`src/rtl/hb_sweep_pkg.sv`:
```
package hb_sweep_pkg;

  typedef enum logic [1:0] {
    MODE_PREHEAT = 2'd0,
    MODE_IGNITE  = 2'd1,
    MODE_RUN     = 2'd2,
    MODE_RUN_ALT = 2'd3
  } sweepMode_e;

  // strobes from control to datapath
  typedef struct packed {
    logic start;     // idle -> running this edge
    logic boundary;  // last position of the current period
  } sweepEv_t;

endpackage

```
`src/rtl/hb_sweep_path.sv`:
```
module hb_sweep_path
  import hb_sweep_pkg::*;
#(
  parameter int PW      = 16,
  parameter int DW      = 8,
  parameter int SW      = 3,
  parameter int MIN_PER = 4
) (
  input  logic          clk,
  input  logic          rstN,
  input  sweepEv_t      ev,
  input  logic [1:0]    modeSel,
  input  logic [PW-1:0] startPer,
  input  logic [PW-1:0] preheatPer,
  input  logic [PW-1:0] ignitePer,
  input  logic [PW-1:0] runPer,
  input  logic [DW-1:0] deadIn,
  input  logic [SW-1:0] slewShift,
  output logic [PW-1:0] curPer,
  output logic [DW-1:0] deadQ
);

  localparam logic [PW-1:0] MinP = PW'(MIN_PER);
  localparam int XW = PW + 2;

  function automatic logic [DW-1:0] clampDead(input logic [DW-1:0] d,
                                              input logic [PW-1:0] p);
    logic [PW-1:0] limit;
    logic [PW-1:0] dWide;
    limit = (p >> 1) - PW'(1);
    dWide = PW'(d);
    return (dWide > limit) ? limit[DW-1:0] : d;
  endfunction

  logic [PW-1:0] tgtSel;
  logic [PW-1:0] startClamp;
  logic [PW-1:0] nextPer;
  logic signed [XW-1:0] diffS, stepS, sumS;
  logic [PW-1:0] nextRaw;

  always_comb begin
    unique case (sweepMode_e'(modeSel))
      MODE_PREHEAT: tgtSel = preheatPer;
      MODE_IGNITE:  tgtSel = ignitePer;
      default:      tgtSel = runPer;
    endcase
  end

  always_comb begin
    diffS = $signed({2'b00, tgtSel}) - $signed({2'b00, curPer});
    stepS = diffS >>> slewShift;
    if (stepS == '0 && diffS != '0 && !diffS[XW-1])
      stepS = XW'(1);
    sumS    = $signed({2'b00, curPer}) + stepS;
    nextRaw = sumS[PW-1:0];
    nextPer = (nextRaw < MinP) ? MinP : nextRaw;
  end

  assign startClamp = (startPer < MinP) ? MinP : startPer;

  always_ff @(posedge clk or negedge rstN) begin
    if (!rstN) begin
      curPer <= MinP;
      deadQ  <= '0;
    end else if (ev.start) begin
      curPer <= startClamp;
      deadQ  <= clampDead(deadIn, startClamp);
    end else if (ev.boundary) begin
      curPer <= nextPer;
      deadQ  <= clampDead(deadIn, nextPer);
    end
  end

  logic evAny;
  assign evAny = ev.start | ev.boundary;


  dead_limit_chk: assert property (@(posedge clk) disable iff (!rstN)
    PW'(deadQ) <= ((curPer >> 1) - PW'(1)));


  period_floor_chk: assert property (@(posedge clk) disable iff (!rstN)
    curPer >= MinP);


  period_hold_chk: assert property (@(posedge clk) disable iff (!rstN)
    (!$stable(curPer) || !$stable(deadQ)) |-> $past(evAny));

endmodule

```
`src/rtl/hb_sweep_ctrl.sv`:
```
module hb_sweep_ctrl
  import hb_sweep_pkg::*;
#(
  parameter int PW = 16,
  parameter int DW = 8
) (
  input  logic          clk,
  input  logic          rstN,
  input  logic          oscEn,
  input  logic [PW-1:0] curPer,
  input  logic [DW-1:0] deadQ,
  output sweepEv_t      ev,
  output logic          loGate,
  output logic          hiGate,
  output logic          loFallStrobe
);

  logic          running;
  logic [PW-1:0] cntQ;
  logic [PW-1:0] half;
  logic [PW-1:0] deadW;
  logic          active;

  assign half   = curPer >> 1;
  assign deadW  = PW'(deadQ);
  assign active = running & oscEn;

  assign ev.start    = oscEn & ~running;
  assign ev.boundary = active & (cntQ == curPer - PW'(1));

  always_ff @(posedge clk or negedge rstN) begin
    if (!rstN) begin
      running <= 1'b0;
      cntQ    <= '0;
    end else if (!oscEn) begin
      running <= 1'b0;
      cntQ    <= '0;
    end else if (ev.start) begin
      running <= 1'b1;
      cntQ    <= '0;
    end else if (ev.boundary) begin
      cntQ    <= '0;
    end else begin
      cntQ    <= cntQ + PW'(1);
    end
  end

  assign loGate       = active & (cntQ >= deadW) & (cntQ < half);
  assign hiGate       = active & (cntQ >= half + deadW);
  assign loFallStrobe = active & (cntQ == half);


  no_overlap_chk: assert property (@(posedge clk) disable iff (!rstN)
    !(loGate && hiGate));


  gate_off_chk: assert property (@(posedge clk) disable iff (!rstN)
    !oscEn |-> (!loGate && !hiGate && !loFallStrobe));


  strobe_after_lo_chk: assert property (@(posedge clk) disable iff (!rstN)
    loFallStrobe |-> $past(loGate));


  lo_fall_strobe_chk: assert property (@(posedge clk) disable iff (!rstN)
    ($fell(loGate) && oscEn && $past(oscEn)) |-> loFallStrobe);

endmodule

```
`src/rtl/hb_sweep_driver.sv`:
```
module hb_sweep_driver
  import hb_sweep_pkg::*;
#(
  parameter int PW      = 16,
  parameter int DW      = 8,
  parameter int SW      = 3,
  parameter int MIN_PER = 4
) (
  input  logic          clk,
  input  logic          rstN,
  input  logic          oscEn,
  input  logic [1:0]    modeSel,
  input  logic [PW-1:0] startPer,
  input  logic [PW-1:0] preheatPer,
  input  logic [PW-1:0] ignitePer,
  input  logic [PW-1:0] runPer,
  input  logic [DW-1:0] deadIn,
  input  logic [SW-1:0] slewShift,
  output logic          loGate,
  output logic          hiGate,
  output logic          loFallStrobe,
  output logic [PW-1:0] periodNow
);

  sweepEv_t      ev;
  logic [PW-1:0] curPer;
  logic [DW-1:0] deadQ;

  hb_sweep_ctrl #(.PW(PW), .DW(DW)) u_ctrl (
    .clk(clk), .rstN(rstN), .oscEn(oscEn),
    .curPer(curPer), .deadQ(deadQ), .ev(ev),
    .loGate(loGate), .hiGate(hiGate), .loFallStrobe(loFallStrobe)
  );

  hb_sweep_path #(.PW(PW), .DW(DW), .SW(SW), .MIN_PER(MIN_PER)) u_path (
    .clk(clk), .rstN(rstN), .ev(ev), .modeSel(modeSel),
    .startPer(startPer), .preheatPer(preheatPer), .ignitePer(ignitePer),
    .runPer(runPer), .deadIn(deadIn), .slewShift(slewShift),
    .curPer(curPer), .deadQ(deadQ)
  );

  assign periodNow = curPer;

endmodule

```
`config.mk`:
```
export PLATFORM = sky130hd
export DESIGN_NAME = hb_sweep_driver
export DESIGN_NICKNAME = d
export VERILOG_FILES = /design/src/rtl/hb_sweep_pkg.sv /design/src/rtl/hb_sweep_path.sv /design/src/rtl/hb_sweep_ctrl.sv /design/src/rtl/hb_sweep_driver.sv
export SDC_FILE = /design/constraint.sdc
export NUM_CORES = 1
export LEC_CHECK = 0
export ABC_AREA = 1
export BUFFER_PORTS_ARGS = -buffer_cell sky130_fd_sc_hd__buf_2
export CAP_MARGIN = 0
export CORE_AREA = 10 10 104 143
export CTS_CLUSTER_DIAMETER = 150
export CTS_CLUSTER_SIZE = 30
export DETAILED_ROUTE_END_ITERATION = 10
export DIE_AREA = 0 0 114 153
export GPL_TIMING_DRIVEN = 0
export PLACE_DENSITY = 0.78
export RECOVER_POWER = 25
export SLEW_MARGIN = 20
export SYNTH_ARGS = -nofsm -noshare
export SYNTH_HDL_FRONTEND = slang
export SYNTH_SLANG_ARGS = --single-unit
```
`constraint.sdc`:
```
create_clock -name clk -period 8.5 [get_ports clk]
set_input_delay 0.425 -clock clk [delete_from_list [all_inputs] [get_ports clk]]
set_output_delay 0.425 -clock clk [all_outputs]
set_load 0.02 [all_outputs]
```
# ---- After elaboration in Yosys (flattened, before gate mapping)
# Cells that the tools add are included.
dict set report word_totals {
  reg_bits 41
  out_inout_bits 19
  wordCells 53
}
dict set report op_classes {
  eq_ne 4
  n_mux 15
  bitwise_logic 8
  n_shift 1
  n_lt_le_gt_ge 7
  add_sub_neg 7
  n_reduce_logical 7
}
# operator count
set op_table {}
lappend op_table {{$mux W16} 8}
lappend op_table {{$gt A8 B16 Y1} 2}
lappend op_table {{$lt A16 B3 Y1 const B} 2}
lappend op_table {{$mux W8} 4}
lappend op_table {{$pmux W16 S2} 1}
lappend op_table {{$sub A15 B1 Y16 const B} 2}
lappend op_table {{$logic_not A18 Y1} 1}
lappend op_table {{$reduce_bool A18 Y1} 1}
lappend op_table {{$sshr A17 B3 Y18} 1}
lappend op_table {{$sub A16 B16 Y17} 1}
lappend op_table {{$add A15 B8 Y16} 1}
lappend op_table {{$add A16 B1 Y16 const B} 1}
lappend op_table {{$add A16 B16 Y16} 1}
lappend op_table {{$eq A16 B15 Y1} 1}
lappend op_table {{$eq A16 B16 Y1} 1}
lappend op_table {{$ge A16 B16 Y1} 1}
lappend op_table {{$ge A16 B8 Y1} 1}
lappend op_table {{$lt A16 B15 Y1} 1}
lappend op_table {{$sub A16 B1 Y16 const B} 1}
lappend op_table {{$and A1 B1 Y1} 7}
lappend op_table {{$eq A2 B1 Y1 const B} 1}
lappend op_table {{$logic_and A1 B1 Y1} 2}
lappend op_table {{$logic_not A2 Y1} 1}
lappend op_table {{$mux W1} 2}
lappend op_table {{4 further kinds} 4}

# ---- Depth between registers and ports, before layout
dict set report logic_depth {
  word_depth 16
  ltp_mapped 57
  mapped_depth_nobuf 57
}

# ---- Modules after synthesis
# A second synthesis with hierarchy kept.
dict set report unflattened {
  hier_cells 1244
  hier_area_um2 7820.0
}
# mod instances area_per_inst_um2 cells_per_inst seq_area_each_um2
set modules_own_cells {}
lappend modules_own_cells {hb_sweep_path 1 4703.3 742 601.8}
lappend modules_own_cells {hb_sweep_ctrl 1 3116.7 502 425.4}

# ---- Least setup slack after synthesis
# Ideal clock, no wire load.
dict set report synth_timing {
  path_kind {input to register}
  start {input modeSel[1]}
  end {register u_path.deadQ[7]}
  required_ps 8423
  setup_time_ps 77
  stages 50
  path_buffers 1
  arrival_ps 7091
  setup_slack_ps 1332
  path_cell_list {inv_1 nand2_1 clkbuf_1 o22ai_1 nor2_1 ha_1 or2_1 nand2_1 nor2_1 nor2_1 inv_1 a21o_1 xor2_1 o21ai_0 inv_1 o21ai_0 o21ai_0 nand3b_1 [14 not listed] nand2_1 ha_1 nand3_1 inv_1 nand3_1 xor2_1 inv_1 ha_1 nand2_1 nor3b_1 o32ai_1 a21oi_1 nand3_1 nor3_4 nand4_4 nand2_1 nand3_1 a21oi_1}
}
dict set report synth_via {
  elab_chain_cells 16
  word_cells_on_any_way 19
  classes_between {3 x add/sub; 2 x order compare; 1 x eq/ne; 1 x shift; 6 x mux; 6 x reduce/logical}
}
# element line_no
set synth_rtl {}
lappend synth_rtl {{start, declared} hb_sweep_driver.sv:12} ;# input logic [1:0] modeSel,
lappend synth_rtl {{$eq A2 B1 Y1 or $logic_not A2 Y1 (tied branches)} hb_sweep_path.sv:42} ;# unique case (sweepMode_e'(modeSel))
lappend synth_rtl {{$pmux W16 S2 *} hb_sweep_path.sv:42}
lappend synth_rtl {{$sub A16 B16 Y17 *} hb_sweep_path.sv:50} ;# diffS = $signed({2'b00, tgtSel}) - $signed({2'b00, curPer});
lappend synth_rtl {{$sshr A17 B3 Y18} hb_sweep_path.sv:51} ;# stepS = diffS >>> slewShift;
lappend synth_rtl {{$logic_not A18 Y1} hb_sweep_path.sv:52} ;# if (stepS == '0 && diffS != '0 && !diffS[XW-1])
lappend synth_rtl {{$logic_and A1 B1 Y1 (2 in series)} hb_sweep_path.sv:52}
lappend synth_rtl {{$mux W16 *} hb_sweep_path.sv:52}
lappend synth_rtl {{$add A16 B16 Y16 *} hb_sweep_path.sv:54} ;# sumS = $signed({2'b00, curPer}) + stepS;
lappend synth_rtl {{$lt A16 B3 Y1} hb_sweep_path.sv:56} ;# nextPer = (nextRaw < MinP) ? MinP : nextRaw;
lappend synth_rtl {{$mux W16 *} hb_sweep_path.sv:56}
lappend synth_rtl {{$sub A15 B1 Y16 *} hb_sweep_path.sv:30} ;# limit = (p >> 1) - PW'(1);
lappend synth_rtl {{$gt A8 B16 Y1} hb_sweep_path.sv:32} ;# return (dWide > limit) ? limit[DW-1:0] : d;
lappend synth_rtl {{$mux W8 *} hb_sweep_path.sv:32}
lappend synth_rtl {{$mux W8 *} hb_sweep_path.sv:68} ;# end else if (ev.boundary) begin
lappend synth_rtl {{$mux W8 *} hb_sweep_path.sv:65} ;# end else if (ev.start) begin
lappend synth_rtl {{end signal, assigned} hb_sweep_path.sv:67} ;# deadQ <= clampDead(deadIn, startClamp);
lappend synth_rtl {{end signal, assigned} hb_sweep_path.sv:70} ;# deadQ <= clampDead(deadIn, nextPer);
lappend synth_rtl {{end, declared} hb_sweep_path.sv:20} ;# output logic [DW-1:0] deadQ
# Mark *: on every way between the ends. The rest lies on a longest branch, timed or not. The select of a mux whose other input is x is not followed.
# A chain may end at the register's enable or synchronous reset.

# ---- Worst setup path in the final report
dict set report layout_timing {
  start {register u_path.curPer[1]}
  end {register u_path.deadQ[0]}
}
dict set report layout_via {
  elab_chain_cells 14
  word_cells_on_any_way 20
  classes_between {4 x add/sub; 2 x order compare; 1 x eq/ne; 1 x shift; 5 x mux; 1 x bitwise; 6 x reduce/logical}
}
# element line_no
set layout_rtl {}
lappend layout_rtl {{start, declared} hb_sweep_path.sv:19} ;# output logic [PW-1:0] curPer,
lappend layout_rtl {{start signal, assigned} hb_sweep_path.sv:63} ;# curPer <= MinP;
lappend layout_rtl {{start signal, assigned} hb_sweep_path.sv:66} ;# curPer <= startClamp;
lappend layout_rtl {{start signal, assigned} hb_sweep_path.sv:69} ;# curPer <= nextPer;
lappend layout_rtl {{$sub A16 B16 Y17} hb_sweep_path.sv:50}
lappend layout_rtl {{$sshr A17 B3 Y18} hb_sweep_path.sv:51}
lappend layout_rtl {{$logic_not A18 Y1} hb_sweep_path.sv:52}
lappend layout_rtl {{$logic_and A1 B1 Y1 (2 in series)} hb_sweep_path.sv:52}
lappend layout_rtl {{$mux W16} hb_sweep_path.sv:52}
lappend layout_rtl {{$add A16 B16 Y16} hb_sweep_path.sv:54}
lappend layout_rtl {{$lt A16 B3 Y1} hb_sweep_path.sv:56}
lappend layout_rtl {{$mux W16} hb_sweep_path.sv:56}
lappend layout_rtl {{$sub A15 B1 Y16} hb_sweep_path.sv:30}
lappend layout_rtl {{$gt A8 B16 Y1} hb_sweep_path.sv:32}
lappend layout_rtl {{$mux W8} hb_sweep_path.sv:32}
lappend layout_rtl {{$mux W8} hb_sweep_path.sv:68}
lappend layout_rtl {{$mux W8} hb_sweep_path.sv:65}
# Parallel ways exist; a longest one is shown, timed or not. The select of a mux whose other input is x is not followed.

==> PnR_summary.wiki <==
{| class="wikitable"
! Metric !! Value
|-
| Number of standard cells in the layout, taps in and fillers out || ~1300
|-
| Share of final-layout standard cells stronger than drive strength 1 || 0.1551
|-
| FMAX || about 120 MHz
|-
| Part of the power in registers || 0.153
|-
| Startpoint type of the worst setup path || flop
|-
| H-tree depth reported by CTS || 2
|-
| Count of pins on the block boundary || just under 100
|-
| Cell-internal power || 0.0007543 W
|-
| Post-Syn Nets || between 1000 and 1500
|-
| HPWL reported at the end of detailed placement || around 19000 um
|-
| Total track usage || 0.2468
|-
| Count of TritonRoute iterations in the first routing pass || 5
|-
| Worst Min Path Start || startPer[11]
|-
| Critical-path cell with the highest stage delay || sky130_fd_sc_hd__dfrtp_1
|-
| Fraction of registers with async set/reset || 1.000
|-
| Sinks on the clock net || between 40 and 50
|-
| Via density per instance || ~5.9
|-
| Shortest period the worst path allows || between 8000 and 9000 ps
|-
| Normalized max-slew margin || -0.4979
|-
| Final number of max-transition violations || 42
|-
| Endpoint class of the critical path || flop
|-
| Gate count after technology mapping || 1073
|-
| Horizontal die dimension || between 100 and 150 um
|-
| Nets || 1366
|-
| Die area || between 15000 and 20000 sq um
|-
| Synth-to-layout area growth || 14.43%
|-
| Worst hold slack || slightly below 400 ps
|-
| Final hold violation count || 0
|-
| Multi-input gate area in the final layout || approximately 5600 sq um
|-
| Buffer depth of the longest clock path || 2
|-
| Average wire length per cell after detail routing || between 15 and 20 um
|-
| LEAKAGE || ~4.1 nW
|-
| Startpoint of the lowest-slack register-to-register path || u_path.curPer[1]
|-
| Peak VDD IR || between 0.0002 and 0.00025 V
|-
| Post-DP Area || about 7800 sq um
|-
| Number of input and output port buffers inserted || 97
|-
| Post-route setup TNS || 0 ps
|-
| GR Layer Usage met2 || 0.4228
|-
| Maximum single-stage delay on the critical path || approximately 710 ps
|-
| Mapped Avg Cell Area || ~6.7 sq um
|-
| Setup slack of the most critical reg-to-reg path || 460 ps
|-
| Initial standard-cell utilization of the core || 0.5825
|-
| Data required, critical path || between 8000 and 9000 ps
|-
| Via count || 7861
|-
| Clock transition at the registers of the reported paths || approximately 60 ps
|-
| Global-route wire length before repair || approximately 36000 um
|-
| Detailed Route WL || 22970 um
|-
| Worst min-delay path endpoint || u_path.curPer[11]
|-
| Grt total ovfl || 0
|-
| Clock Tree Root || sky130_fd_sc_hd__clkbuf_16
|-
| Clock insertion delay at the later pin of the skew report || around 290 ps
|-
| Grt met1 use || 0.2812
|-
| Sequential Area || 1027 sq um
|-
| Final Core Density || 0.6666
|-
| Final RePlAce weighted congestion || 0.9992
|-
| Class of the tightest hold or removal check || in2reg
|-
| Max-cap viol count || 1
|-
| Power share of the combinational group || 0.732
|-
| Top_reg_cell synth || sky130_fd_sc_hd__dfrtp_1
|-
| CP arrival || slightly above 8000 ps
|-
| Count of routing violations after the opening detailed-route iteration || 549
|-
| Number of CTS-inserted buffers || 5
|-
| CP Max Fanout || 8
|-
| Setup Crit Path Kind || reg2reg
|-
| Power dissipated by switching net loads || 0.0008954 W
|-
| Worst setup skew after layout || 5.299 ps
|-
| Actual transition at the worst max-transition pin || roughly 2200 ps
|-
| CORE AREA || between 10000 and 15000 sq um
|-
| Flop and latch count out of synthesis || 41
|-
| Failing checks || capacitance limit, slew limit
|-
| Sw frac || 0.5428
|-
| Final setup fails || 0
|-
| Post-route cell area || 8167 sq um
|-
| Clock tree from TritonCTS || yes
|-
| CP most frequent cell || sky130_fd_sc_hd__nand2_1
|-
| Pin count of the biggest net entering global routing || 42
|-
| Met3 routing resource usage after global routing || 0.04622
|-
| Result of the run || finished, violations left
|-
| Portion of the post-synthesis area used by sequential elements || 0.1439
|-
| Number of cells on the worst hold path || 3
|-
| Fraction of power consumed by the clock network || 0.115
|-
| Number of placed cells counting well taps || around 1300
|-
| Post-route fraction of the period consumed by the critical path || 0.9460
|-
| Remaining design rule violation count || 0
|-
| Num rows || 48
|-
| Post-synthesis instance area || 7137 sq um
|-
| Layout fillers || approximately 1200
|-
| Synth cell types || just under 60
|-
| End of the worst register-to-register path || u_path.deadQ[0]
|-
| Vias in the first global route || 7478
|-
| Yosys Warn Count || 0
|-
| Number of enable-type register cells in the synthesized netlist || 0
|-
| Cell count of the worst reg-to-reg path || 48
|-
| Grt peak-use layer || met2
|-
| Power per cell area || approximately 200 nW/um^2
|-
| ANT nets after route || 0
|-
| Initial antenna violation count || 0
|-
| Die H || 153 um
|}
placed cells by master (no fill, tap or decap), types with 10 or more instances in the layout:
| master | Yosys | routed |
|---|---|---|
| sky130_fd_sc_hd__o21ai_1 | 0 | 11 |
| sky130_fd_sc_hd__o22ai_1 | 15 | 15 |
| sky130_fd_sc_hd__nor3_1 | 22 | 21 |
| sky130_fd_sc_hd__nor4_1 | 12 | 10 |
| sky130_fd_sc_hd__inv_1 | 135 | 133 |
| sky130_fd_sc_hd__buf_2 | 3 | 100 |
| sky130_fd_sc_hd__clkbuf_1 | 15 | 15 |
| sky130_fd_sc_hd__o221ai_1 | 17 | 17 |
| sky130_fd_sc_hd__xnor2_1 | 21 | 21 |
| sky130_fd_sc_hd__o21ai_0 | 54 | 39 |
| sky130_fd_sc_hd__nor2_1 | 111 | 110 |
| sky130_fd_sc_hd__nand2_1 | 214 | 210 |
| sky130_fd_sc_hd__a21oi_1 | 60 | 57 |
| sky130_fd_sc_hd__nand3_1 | 70 | 70 |
| sky130_fd_sc_hd__xor2_1 | 50 | 47 |
| sky130_fd_sc_hd__ha_1 | 98 | 96 |
| sky130_fd_sc_hd__nand4_1 | 20 | 20 |
| sky130_fd_sc_hd__dfrtp_1 | 40 | 40 |
how the worst max path moves through the flow:
stage,start,endpoint,slack (ps),depth (start not counted)
after global routing,modeSel[1],u_path.deadQ[1],-30,55
final,u_path.curPer[1],u_path.deadQ[0],460,48
after floorplan,modeSel[1],u_path.deadQ[7],1330,50
after detailed placement,modeSel[1],u_path.deadQ[1],-580,51
after global placement,modeSel[1],u_path.deadQ[1],-590,51
after CTS,modeSel[1],u_path.deadQ[0],50,49
critical path: cells and delay by family (launching register included):
kind / cells / cell delay [ps]
and+or+nand+nor: 23 / 2690
AOI/OAI and AO/OA: 9 / 1570
adders and majority gates: 5 / 1460
buffers and inverters: 8 / 850
DFF: 1 / 710
xor gates and xnor gates: 3 / 670
final cells by class:
type | count | area share
well taps | 150 | 0.02298
repair buffers | 105 | 0.06803
clock inverters | 3 | 0.002145
clock buffers | 5 | 0.01532
flip-flops and latches | 41 | 0.1258
inverters | 145 | 0.06665
multi-input cells | 866 | 0.6878
diodes | 1 | 0.0003064
plain buffers | 21 | 0.01103
metrics by stage:
stage / setup slack [ps] / total power, W
CTS: 52.34 / 0.001564
global placement: -586.7 / 0.001343
floorplan: 1332 / 0.001077
detailed placement: -578.8 / 0.001359
finish: 459.1 / 0.001650
global route: -30.89 / 0.001795
cell families (layout without fill, tap and decap cells):
| kind of cell | after synthesis | count (layout) | synth area share |
|---|---|---|---|
| other cells | 0 | 1 | 0 |
| compound gates | 206 | 206 | 0.1802 |
| flops | 41 | 41 | 0.1439 |
| buf+inv | 166 | 279 | 0.08836 |
| simple gates | 478 | 478 | 0.2984 |
| mux | 3 | 3 | 0.004208 |
| fa+ha+maj | 101 | 101 | 0.1802 |
| xor+xnor | 78 | 78 | 0.1047 |
cells in the mapped netlist (20+ instances only):
| cell type | n | area share |
|---|---|---|
| sky130_fd_sc_hd__a21oi_1 | 60 | 0.042 |
| sky130_fd_sc_hd__ha_1 | 98 | 0.17 |
| sky130_fd_sc_hd__nor2_1 | 111 | 0.058 |
| sky130_fd_sc_hd__nand2_1 | 214 | 0.11 |
| sky130_fd_sc_hd__nand3_1 | 70 | 0.049 |
| sky130_fd_sc_hd__xor2_1 | 50 | 0.061 |
| sky130_fd_sc_hd__nor3_1 | 22 | 0.015 |
| sky130_fd_sc_hd__o21ai_0 | 54 | 0.038 |
| sky130_fd_sc_hd__nand4_1 | 20 | 0.018 |
| sky130_fd_sc_hd__inv_1 | 135 | 0.071 |
| sky130_fd_sc_hd__xnor2_1 | 21 | 0.026 |
| sky130_fd_sc_hd__dfrtp_1 | 40 | 0.14 |
sequential cells by signal, indices dropped and copies added, names as in the netlist:
name / count
u_path.curPer: 16
u_path.deadQ: 8
u_ctrl.running: 1
u_ctrl.cntQ: 16
power groups by stage:
stage | Clock (W) | Combinational (W) | Sequential, W
2_1_floorplan | 0 | 0.000826 | 0.000251
3_3_place_gp | 0 | 0.00109 | 0.000255
3_5_place_dp | 0 | 0.00110 | 0.000255
4_1_cts | 0.000191 | 0.00112 | 0.000251
5_1_grt | 0.000199 | 0.00134 | 0.000254
6_report | 0.000190 | 0.00121 | 0.000253
timing repair:
| item | in CTS | in global routing |
|---|---|---|
| setup buffers | 2 | 6 |
| gates resized for setup | 7 | 44 |
| pin swaps | 1 | 9 |
| cloned | 0 | 0 |
| hold buffers | 0 | 0 |
| setup endpoints to repair | 8 | 8 |
metal layers:
| layer | up-vias | part of all wire |
|---|---|---|
| li1 | 3886 | - |
| met3 | 70 | 0.082 |
| met1 | 3546 | 0.39 |
| met2 | 359 | 0.48 |
| met5 | - | 0 |
| met4 | 0 | 0.051 |
Power figures use the tool's default switching activity.
